## config.mk

```make
export PLATFORM = sky130hd
export DESIGN_NAME = sgmii_an_ctrl
export DESIGN_NICKNAME = d
export VERILOG_FILES = /design/src/rtl/sgan_pkg.sv /design/src/rtl/sgan_link_timer.sv /design/src/rtl/sgan_seq_ctrl.sv /design/src/rtl/sgan_resolve.sv /design/src/rtl/sgmii_an_ctrl.sv
export SDC_FILE = /design/constraint.sdc
export NUM_CORES = 1
export LEC_CHECK = 0
export ABC_AREA = 1
export BUFFER_PORTS_ARGS = -buffer_cell sky130_fd_sc_hd__buf_2
export CORE_MARGIN = 4
export CORE_UTILIZATION = 53
export DETAILED_ROUTE_END_ITERATION = 10
export PLACE_DENSITY_LB_ADDON = 0.08
export SETUP_SLACK_MARGIN = 0.4
export SLEW_MARGIN = 10
export SYNTH_ARGS = -nofsm -noshare
export SYNTH_HDL_FRONTEND = slang
export SYNTH_SLANG_ARGS = --single-unit
```

## constraint.sdc

```tcl
create_clock -name clk -period 2.1 [get_ports clk]
set_input_delay 0.105 -clock clk [delete_from_list [all_inputs] [get_ports clk]]
set_output_delay 0.105 -clock clk [all_outputs]
set_load 0.02 [all_outputs]
```

## src/rtl/sgan_pkg.sv

```systemverilog
`timescale 1ns/1ps
package sgan_pkg;

  typedef enum logic [1:0] {
    ST_IDLE,
    ST_ABILITY,
    ST_LINK_WAIT,
    ST_DONE
  } an_state_e;

  localparam logic [15:0] MAC_SIDE_WORD = 16'h4001;
  localparam int unsigned BASEX_US      = 10000;
  localparam int unsigned SGMII_US      = 1600;
  localparam logic [1:0]  SPD_1000      = 2'd2;
  localparam logic [1:0]  SPD_RSVD      = 2'd3;

  // Link timer reload in prescaler ticks
  function automatic int unsigned link_units(input logic basex,
                                             input int unsigned clk_mhz,
                                             input int unsigned presc_w);
    int unsigned us;
    us = basex ? BASEX_US : SGMII_US;
    return (us * clk_mhz) >> presc_w;
  endfunction

  function automatic logic [15:0] word_basex(input logic ack, input logic [1:0] rf,
                                             input logic [1:0] pause,
                                             input logic hd, input logic fd);
    return {1'b0, ack, rf, 3'b000, pause, hd, fd, 5'b00000};
  endfunction

  function automatic logic [15:0] word_phy(input logic link, input logic ack,
                                           input logic dup, input logic [1:0] spd);
    return {link, ack, 1'b0, dup, spd, 9'd0, 1'b1};
  endfunction

endpackage

```

## src/rtl/sgan_link_timer.sv

```systemverilog
`timescale 1ns/1ps
module sgan_link_timer #(
  parameter int unsigned PRESC_W = 10,
  parameter int unsigned LT_W    = 16
) (
  input  logic            clk,
  input  logic            rst_n,
  input  logic            load,
  input  logic            stop,
  input  logic [LT_W-1:0] load_val,
  output logic            expired
);

  logic [PRESC_W-1:0] presc_q;
  logic [LT_W-1:0]    cnt_q;
  logic               run_q;
  logic               exp_q;
  logic               tick;

  assign tick    = &presc_q;
  assign expired = exp_q;

  always_ff @(posedge clk or negedge rst_n) begin
    if (!rst_n) presc_q <= '0;
    else        presc_q <= presc_q + 1'b1;
  end

  always_ff @(posedge clk or negedge rst_n) begin
    if (!rst_n) begin
      cnt_q <= '0;
      run_q <= 1'b0;
      exp_q <= 1'b0;
    end else begin
      exp_q <= 1'b0;
      if (stop) begin
        run_q <= 1'b0;
      end else if (load) begin
        cnt_q <= load_val;
        run_q <= 1'b1;
      end else if (run_q && tick) begin
        if (cnt_q == '0) begin
          exp_q <= 1'b1;
          run_q <= 1'b0;
        end else begin
          cnt_q <= cnt_q - 1'b1;
        end
      end
    end
  end

  AST_EXPIRY_ONE_PULSE: assert property (@(posedge clk) disable iff (!rst_n)
    exp_q |=> !exp_q);
  AST_LOAD_RUNS: assert property (@(posedge clk) disable iff (!rst_n)
    (load && !stop) |=> (run_q && !exp_q));

endmodule

```

## src/rtl/sgan_seq_ctrl.sv

```systemverilog
`timescale 1ns/1ps
module sgan_seq_ctrl
  import sgan_pkg::*;
#(
  parameter int unsigned RESET_CYC = 8
) (
  input  logic        clk,
  input  logic        rst_n,
  input  logic        ctl_wr,
  input  logic        an_en_in,
  input  logic        pwr_dn_in,
  input  logic        loop_in,
  input  logic        restart_req,
  input  logic        reset_req,
  input  logic        rx_valid,
  input  logic [15:0] rx_word,
  input  logic        timer_expired,
  output logic        an_start,
  output logic        ack_accept,
  output logic        ack_q,
  output logic        done,
  output logic        loop_q,
  output logic        halt,
  output logic [15:0] partner_word,
  output logic        reset_busy,
  output logic        restart_pending
);

  localparam int unsigned RC_W = $clog2(RESET_CYC) + 1;

  an_state_e       state_q;
  logic            an_en_q, pwr_dn_q, rst_an_q, reset_q;
  logic [RC_W-1:0] rcnt_q;

  assign halt            = reset_q | pwr_dn_q;
  assign an_start        = rst_an_q & an_en_q & ~halt;
  assign ack_accept      = (state_q == ST_ABILITY) & rx_valid & rx_word[14] & ~halt & ~an_start;
  assign done            = (state_q == ST_DONE);
  assign reset_busy      = reset_q;
  assign restart_pending = rst_an_q;

  // Control bits and self-clearing commands
  always_ff @(posedge clk or negedge rst_n) begin
    if (!rst_n) begin
      an_en_q  <= 1'b0;
      pwr_dn_q <= 1'b0;
      loop_q   <= 1'b0;
      rst_an_q <= 1'b0;
      reset_q  <= 1'b0;
      rcnt_q   <= '0;
    end else begin
      if (ctl_wr) begin
        an_en_q  <= an_en_in;
        pwr_dn_q <= pwr_dn_in;
        loop_q   <= loop_in;
      end
      rst_an_q <= restart_req;
      if (reset_req) begin
        reset_q <= 1'b1;
        rcnt_q  <= RC_W'(RESET_CYC - 1);
      end else if (reset_q) begin
        if (rcnt_q == '0) reset_q <= 1'b0;
        else              rcnt_q  <= rcnt_q - 1'b1;
      end
    end
  end

  // Negotiation sequence
  always_ff @(posedge clk or negedge rst_n) begin
    if (!rst_n) begin
      state_q      <= ST_IDLE;
      ack_q        <= 1'b0;
      partner_word <= '0;
    end else if (halt) begin
      state_q <= ST_IDLE;
      ack_q   <= 1'b0;
    end else if (an_start) begin
      state_q <= ST_ABILITY;
      ack_q   <= 1'b0;
    end else begin
      case (state_q)
        ST_ABILITY: if (ack_accept) begin
          partner_word <= rx_word;
          ack_q        <= 1'b1;
          state_q      <= ST_LINK_WAIT;
        end
        ST_LINK_WAIT: if (timer_expired) state_q <= ST_DONE;
        default: ;
      endcase
    end
  end

  AST_RESET_ABORTS: assert property (@(posedge clk) disable iff (!rst_n)
    reset_q |=> (state_q == ST_IDLE && !ack_q));
  AST_START_CLEARS_DONE: assert property (@(posedge clk) disable iff (!rst_n)
    an_start |=> (state_q == ST_ABILITY && !done));
  AST_DONE_AFTER_EXPIRY: assert property (@(posedge clk) disable iff (!rst_n)
    $rose(done) |-> $past(timer_expired));
  AST_RESTART_ONE_CYCLE: assert property (@(posedge clk) disable iff (!rst_n)
    (rst_an_q && !restart_req) |=> !restart_pending);

endmodule

```

## src/rtl/sgan_resolve.sv

```systemverilog
`timescale 1ns/1ps
module sgan_resolve
  import sgan_pkg::*;
(
  input  logic        loop_on,
  input  logic        done,
  input  logic        basex,
  input  logic        phy_side,
  input  logic [15:0] partner,
  input  logic        adv_fd,
  input  logic        adv_hd,
  input  logic        sgm_link,
  input  logic        sgm_dup,
  input  logic [1:0]  sgm_speed,
  output logic        link_ok,
  output logic        duplex,
  output logic [1:0]  speed
);

  logic       fd_common, hd_common, src_link, src_dup;
  logic [1:0] src_spd;
  logic       unused_partner;

  assign unused_partner = ^{partner[14:13], partner[9:7], partner[4:0]};
  assign fd_common = adv_fd & partner[5];
  assign hd_common = adv_hd & partner[6];
  assign src_link  = phy_side ? sgm_link  : partner[15];
  assign src_dup   = phy_side ? sgm_dup   : partner[12];
  assign src_spd   = phy_side ? sgm_speed : partner[11:10];

  always_comb begin
    link_ok = 1'b0;
    duplex  = 1'b0;
    speed   = 2'd0;
    if (loop_on) begin
      link_ok = 1'b1;
      duplex  = 1'b1;
      speed   = SPD_1000;
    end else if (done) begin
      if (basex) begin
        link_ok = fd_common | hd_common;
        duplex  = fd_common;
        speed   = (fd_common | hd_common) ? SPD_1000 : 2'd0;
      end else begin
        duplex = src_dup;
        if (src_spd != SPD_RSVD) begin
          link_ok = src_link;
          speed   = src_spd;
        end
      end
    end
  end

endmodule

```

## src/rtl/sgmii_an_ctrl.sv

```systemverilog
`timescale 1ns/1ps
module sgmii_an_ctrl
  import sgan_pkg::*;
#(
  parameter int unsigned CLK_MHZ   = 125,
  parameter int unsigned PRESC_W   = 10,
  parameter int unsigned RESET_CYC = 8
) (
  input  logic        clk,
  input  logic        rst_n,
  input  logic        mode_basex,
  input  logic        phy_side,
  input  logic        ctl_wr,
  input  logic        an_en_in,
  input  logic        pwr_dn_in,
  input  logic        loop_in,
  input  logic        restart_req,
  input  logic        reset_req,
  input  logic        adv_fd,
  input  logic        adv_hd,
  input  logic [1:0]  adv_pause,
  input  logic [1:0]  adv_rfault,
  input  logic        sgm_link,
  input  logic        sgm_dup,
  input  logic [1:0]  sgm_speed,
  input  logic        rx_cfg_valid,
  input  logic [15:0] rx_cfg_word,
  output logic [15:0] tx_cfg_word,
  output logic        timer_expired,
  output logic        an_complete,
  output logic        link_ok,
  output logic        res_duplex,
  output logic [1:0]  res_speed,
  output logic        reset_busy,
  output logic        restart_pending
);

  localparam int unsigned BX_UNITS = link_units(1'b1, CLK_MHZ, PRESC_W);
  localparam int unsigned SG_UNITS = link_units(1'b0, CLK_MHZ, PRESC_W);
  localparam int unsigned LT_W     = $clog2(BX_UNITS + 1) + 1;

  logic            an_start, ack_accept, ack_q, done, loop_q, halt;
  logic [15:0]     partner_word;
  logic [LT_W-1:0] reload;

  assign reload = mode_basex ? LT_W'(BX_UNITS) : LT_W'(SG_UNITS);

  sgan_seq_ctrl #(.RESET_CYC(RESET_CYC)) u_seq (
    .clk(clk), .rst_n(rst_n), .ctl_wr(ctl_wr), .an_en_in(an_en_in),
    .pwr_dn_in(pwr_dn_in), .loop_in(loop_in), .restart_req(restart_req),
    .reset_req(reset_req), .rx_valid(rx_cfg_valid), .rx_word(rx_cfg_word),
    .timer_expired(timer_expired), .an_start(an_start), .ack_accept(ack_accept),
    .ack_q(ack_q), .done(done), .loop_q(loop_q), .halt(halt),
    .partner_word(partner_word), .reset_busy(reset_busy),
    .restart_pending(restart_pending)
  );

  sgan_link_timer #(.PRESC_W(PRESC_W), .LT_W(LT_W)) u_timer (
    .clk(clk), .rst_n(rst_n), .load(an_start | ack_accept), .stop(halt),
    .load_val(reload), .expired(timer_expired)
  );

  // Transmitted configuration word per operating mode
  always_comb begin
    if (mode_basex)    tx_cfg_word = word_basex(ack_q, adv_rfault, adv_pause, adv_hd, adv_fd);
    else if (phy_side) tx_cfg_word = word_phy(sgm_link, ack_q, sgm_dup, sgm_speed);
    else               tx_cfg_word = MAC_SIDE_WORD;
  end

  sgan_resolve u_res (
    .loop_on(loop_q), .done(done), .basex(mode_basex), .phy_side(phy_side),
    .partner(partner_word), .adv_fd(adv_fd), .adv_hd(adv_hd),
    .sgm_link(sgm_link), .sgm_dup(sgm_dup), .sgm_speed(sgm_speed),
    .link_ok(link_ok), .duplex(res_duplex), .speed(res_speed)
  );

  assign an_complete = loop_q | done;

  AST_MAC_FIXED_WORD: assert property (@(posedge clk) disable iff (!rst_n)
    (!mode_basex && !phy_side) |-> tx_cfg_word == MAC_SIDE_WORD);
  AST_NO_RSVD_SPEED: assert property (@(posedge clk) disable iff (!rst_n)
    res_speed != SPD_RSVD);
  AST_LOOP_FORCE: assert property (@(posedge clk) disable iff (!rst_n)
    loop_q |-> (an_complete && link_ok && res_duplex && res_speed == SPD_1000));
  AST_NO_LINK_UNRESOLVED: assert property (@(posedge clk) disable iff (!rst_n)
    (!an_complete) |-> !link_ok);

endmodule

```

; ---- After elaboration in Yosys (flattened, before gate mapping)
; Index checks and enable logic that the tools add are counted.
[totals]
mem_bits_ro = 0
inputBits = 37
latchBits = 0
mem_count = 0
regBits = 52
word_cells = 99
mem_bits_rw = 0
[op_classes]
n_mux = 44
n_lt_le_gt_ge = 0
n_bitwise = 14
add_sub_neg = 3
n_eq_ne = 8
n_shift = 0
n_mul = 0
reduce_logical = 17
div_mod_pow = 0
[ops]
columns = cell, count
row1 = 2-to-1 mux 12 bit, 3
row2 = 2-to-1 mux 16 bit, 2
row3 = 2-to-1 mux 1 bit, 24
row4 = 2-to-1 mux 2 bit, 10
row5 = zero test 12 bit, 1
row6 = 2-to-1 mux 4 bit, 3
row7 = nonzero test 3 bit, 4
row8 = "subtractor 12 x 1 -> 12 bit, second input constant", 1
row9 = 2-to-1 mux 11 bit, 1
row10 = "adder 10 x 1 -> 10 bit, second input constant", 1
row11 = AND reduction 10 bit, 1
row12 = AND 1 bit, 8
row13 = AND reduction 2 bit, 3
row14 = AND reduction 3 bit, 2
row15 = "== test 2 bit, second input constant", 2
row16 = zero test 4 bit, 1
row17 = "inequality test 2 bit, second input constant", 2
row18 = "inequality test 4 x 2 -> 1 bit, second input constant", 1
row19 = "inequality test 4 x 3 -> 1 bit, second input constant", 1
row20 = OR 1 bit, 4
row21 = case mux 2 bit (2 select lines), 1
row22 = AND reduction 4 bit, 1
row23 = nonzero test 2 bit, 2
row24 = nonzero test 4 bit, 1
row25 = other kinds (5), 6

; ---- Longest topological paths before layout
[logic_depth]
depth_word = 9
mapped_depth = 10
depth_no_buf = 9

; ---- Modules after synthesis
; From an unflattened synthesis, not the netlist that was laid out.
[hier_totals]
hier_cells = 395
area_unflattened_um2 = 3010.4
[by_module_without_submodules]
columns = module, seq_area_each_um2, cells_per_inst, area_each_um2, instances
row1 = sgan_link_timer, 600.6, 194, 1461.4, 1
row2 = sgan_seq_ctrl, 700.7, 135, 1241.2, 1
row3 = sgmii_an_ctrl, 0.0, 31, 158.9, 1
row4 = sgan_resolve, 0.0, 35, 148.9, 1

; ---- Least setup slack after synthesis
; No wires, ideal clock.
[synth_timing]
path_kind = flip-flop to flip-flop
from = register u_timer.cnt_q[0]
to = register u_timer.cnt_q[10]
t_arrival_ns = 1.346
synth_period_minus_slack_ns = 1.462
setup_slack_ns = 0.638
path_stages_with_launch = 11
required_ns = 1.984
setup_ns = 0.116
cell_sequence = dfrtp_1 inv_1 ha_1 nand3_1 nor2_1 nand2_1 nand3_4 nand2_4 buf_8 nand2_1 nand2_1
[synth_via]
elab_chain_cells = 4
word_cells_on_any_way = 7
[synth_lines]
columns = element, line
row1 = start: declaration, sgan_link_timer.sv:15  ; logic [LT_W-1:0] cnt_q;
row2 = start signal: assignment, sgan_link_timer.sv:38  ; cnt_q <= load_val;
row3 = start signal: assignment, sgan_link_timer.sv:45  ; cnt_q <= cnt_q - 1'b1;
row4 = subtractor 12 x 1 -> 12 bit, sgan_link_timer.sv:45
row5 = 2-to-1 mux 12 bit, sgan_link_timer.sv:41  ; if (cnt_q == '0) begin
row6 = 2-to-1 mux 12 bit, sgan_link_timer.sv:40  ; end else if (run_q && tick) begin
row7 = 2-to-1 mux 12 bit, sgan_link_timer.sv:37  ; end else if (load) begin
; Parallel ways exist; a longest one is shown, timed or not. The select of a mux whose other input is x is not followed.
; A chain may end at the register's enable or synchronous reset.

; ---- Final worst setup path
[layout_timing]
from = register u_seq.rst_an_q, in the netlist u_seq.restart_pending
to = register u_timer.cnt_q[6]
[layout_via]
elab_chain_cells = 7
word_cells_on_any_way = 9
[layout_lines]
columns = element, line
row1 = start: declaration, sgan_seq_ctrl.sv:32  ; logic an_en_q, pwr_dn_q, rst_an_q, reset_q;
row2 = start signal: assignment, sgan_seq_ctrl.sv:57  ; rst_an_q <= restart_req;
row3 = AND 1 bit * (2 in series), sgan_seq_ctrl.sv:36  ; assign an_start = rst_an_q & an_en_q & ~halt;
row4 = inverter 1 bit (no line), n/a
row5 = AND 1 bit, sgan_seq_ctrl.sv:37  ; assign ack_accept = (state_q == ST_ABILITY) & rx_valid & rx_word[14] & ~halt & ~an_start;
row6 = OR 1 bit *, sgmii_an_ctrl.sv:59  ; .clk(clk), .rst_n(rst_n), .load(an_start | ack_accept), .stop(halt),
row7 = inequality test 2 x 1 -> 1 bit (no line) / nonzero test 2 bit (equally long branches), n/a
row8 = AND reduction 3 bit (no line), n/a
; Every way passes the cells marked *; elsewhere a longest branch is shown, timed or not.

==> impl_results.md <==
- Final number of hold-violating endpoints: 0
- DRC viols: 0
- DP Worst Slack: about 0.48 ns
- Actual slew at the worst max-slew pin: around 0.52 ns
- Power density cells: roughly 670 nW/um^2
- Share of the synthesized area in the top cell type: around 44%
- Core area: about 4400 um^2
- Critical Path Start Type: flop
- XOR/XNOR Fraction of Synth Area: 5.17%
- CTS root buf: clkbuf_8
- Post-route cell area: about 2800 um^2
- RSZ-0062 raised after global routing: yes
- Clock Sinks: 42
- Worst-path maximum fanout: 9
- Post-synth cell types: 30
- Ranking of synthesized cells by area: dfrtp_1 (44%), nand2_1 (13%), nand3_1 (6.3%), inv_1 (5.9%), nor2_1 (5.7%)
- Crit path top cell by count: nand2_1
- Hold/Removal Path Class: input pin to flop
- Largest net degree at the start of global routing: between 40 and 50
- Seq/Total Area, Yosys: between 40% and 50%
- P&R area growth vs syn: 19.2%
- I/O Buffers: 46
- Die area: around 5600 um^2
- Kind of critical path: flop to flop
- Via count: 2123
- Final core utilization: ~65%
- Routed wire per std cell: between 10 and 15 um
- Slew Viols, Final: 0
- Nets@finish: a little over 400
- Post-DP HPWL: 3490 um
- MaxCap Viol Count: 0
- CP max stage cell: o21ai_2
- CP arrival: about 1.8 ns
- Synth Area in Simple Gates: around 31%
- CP cell instances: nand2_1 -> inv_1 -> o21ai_2 -> buf_4 -> nand3_1 -> nand2_1 -> nand2_1
- Number of global-route vias before repair: slightly below 2000
- Mux contribution to synthesized area: less than 1%
- Post-synthesis area per instance: a little under 8 um^2
- Gpl congestion: ~0.86
- Worst vdd ir: a little over 0.0004 V
- Num CTS Buffers: 5
- Status: complete, no violations
- N_diodes: 0
- Top achievable clock speed: 0.634 GHz
- Reg clk slew, reported paths: approximately 0.080 ns
- #FFs+latches synth: 42
- Synth Area in Compound Gates: 7.80%
- Die H: 74.9 um
- Normalized max-slew margin: between 60% and 70%
- Worst Skew: between 0.007 and 0.008 ns
- Total global routing overflow: 0
- Initial antenna violation count: 0
- Synthesized cell area: 2370 um^2
- IO Pins: 61
- Share of cells above drive strength 1: between 20% and 30%
- CP Capture Type: flop
- Main combinational cell family by area after synthesis: simple AND/OR/NAND/NOR gates
- Leak pwr: 0.00150 uW
- GRT Util Overall: between 10% and 20%
- Post-synthesis cell count: around 310
- Htree depth: 2
- Crit-path max cell delay: 0.45 ns
- Setup_tns: 0 ns
- Critical Path RT: 2.29 ns
- Final setup margin: around 0.52 ns
- Row Count: 24
- Min cycle time layout: roughly 1.6 ns
- 1st-pass router iterations: 7
- Final setup vio count: 0
- Iter 0 DRT Violations: around 180
- First-pass GRT wire length: around 8000 um
- Post-DP Area: 2650 um^2
- Adder-cell area share of the yosys netlist: ~2.1%
- Starting density of the core: between 50% and 60%
- ANT nets after route: 0
- Die width: between 70 and 80 um
- Worst skew pair latency: between 0.2 and 0.3 ns
- Final WL: a little under 5000 um
- Yosys synthesis warning count: 0
- Fin crit share: 75.2%
- Max Root-Sink Buffers: 2
- Dominant cell type by area after synthesis: dfrtp_1
- Vias per inst: slightly above 5
- CTS tree: yes
power by group:
part           switching, uW  internal [uW]  total (uW)  leakage [uW]
clock                    268            356         624     0.0000524
combinational            206            131         336      0.000922
sequential              49.5            873         922      0.000521
routing by layer:
metal	GRT usage [%]	part of all wire, %
met5	0	0
met4	4.15	0.65
met3	3.74	6.7
met2	30.4	48
met1	24.5	45
cell families after synthesis:
kind of cell,after synthesis
compound gates,33
xor+xnor,14
fa+ha+maj,4
buf+inv,46
flops,42
mux,2
other cells,1
simple gates,166
critical path, delay by kind of cell, from the launching register on:
kind	cells	cell delay, ns
AO/OA/AOI/OAI	1	0.45
buffers and inverters	2	0.35
AND/OR/NAND/NOR	4	0.31
flip-flops	1	0.38
flip-flops by register name, indices dropped and copies added, names as in the netlist:
name and cells:
u_seq.loop_q 1, u_seq.ack_q 1, u_timer.run_q 1, u_seq.state_q 2, u_seq.pwr_dn_q 1, u_timer.expired 1
u_timer.cnt_q 12, u_seq.partner_word 6, u_seq.reset_busy 1, u_seq.an_en_q 1, u_seq.restart_pending 1, u_timer.presc_q 10
u_seq.rcnt_q 4
path summary, 6_finish.rpt:
| kind | end | slack [ns] | start | cells past startpoint |
|---|---|---|---|---|
| min in group asynchronous | u_timer.cnt_q[3]$_DFFE_PN0P_ | 0.30 | rst_n | 3 |
| hold reg to reg | u_timer.presc_q[9]$_DFF_PN0_ | 0.47 | u_timer.presc_q[9]$_DFF_PN0_ | 1 |
| setup / recovery | u_timer.cnt_q[6]$_DFFE_PN0P_ | 0.52 | u_seq.restart_pending$_DFF_PN0_ | 7 |
| hold / removal | u_seq.loop_q$_DFFE_PN0P_ | 0.03 | loop_in | 3 |
| setup reg to reg | u_timer.cnt_q[6]$_DFFE_PN0P_ | 0.52 | u_seq.restart_pending$_DFF_PN0_ | 7 |
| max in group asynchronous | u_seq.state_q[1]$_DFFE_PN0P_ | 1.58 | rst_n | 3 |
cell usage in the layout (no fill, tap or decap), drive strengths merged, types with 3 or more instances in the layout:
cell type / synthesis / routed
nand2: 86 / 87
buf: 7 / 49
dfrtp: 42 / 42
nor2: 40 / 40
inv: 37 / 37
nand3: 32 / 33
o21ai: 19 / 19
xor2: 12 / 12
a21oi: 9 / 9
clkbuf: 2 / 7
conb: 1 / 5
ha: 4 / 4
nor3: 3 / 3
a31oi: 3 / 3
Yosys cell counts (all sizes together):
cell type and number:
a31oi 3, nand3b 2, ha 4, mux2 2, o21bai 1, nand3 32, clkbuf 2, o21ai 19
or2 2, nand2 86, conb 1, a21oi 9, a21boi 1, xor2 12, nor3 3, dfrtp 42
and2 1, nor2 40, buf 7, inv 37, xnor2 2
layout make-up:
type	count	area, um^2
Clock buffer	7	76.3
Inverter	37	139
Multi-Input combinational cell	226	1180
Timing Repair Buffer	51	285
Clock inverter	1	30.0
Fill cell	403	1520
Sequential cell	42	1050
Tap cell	52	65.1
per-stage QoR:
stage,hold WS [ns],total power [uW],instances
finish,0.0263,1880,416
global route,0.0400,1990,416
CTS,0.0240,1890,413
detailed placement,0.0960,1260,403
global placement,0.0980,1260,403
floorplan,-0.191,1160,312
timing repair:
action / 4_1_cts / 5_1_grt
resized for setup: 0 / 9
hold buffers: 2 / 0
setup buffers: 0 / 1
endpoints found under the hold margin: 43 / 0
endpoints found under the setup margin: 0 / 13
Power figures use the tool's default switching activity.
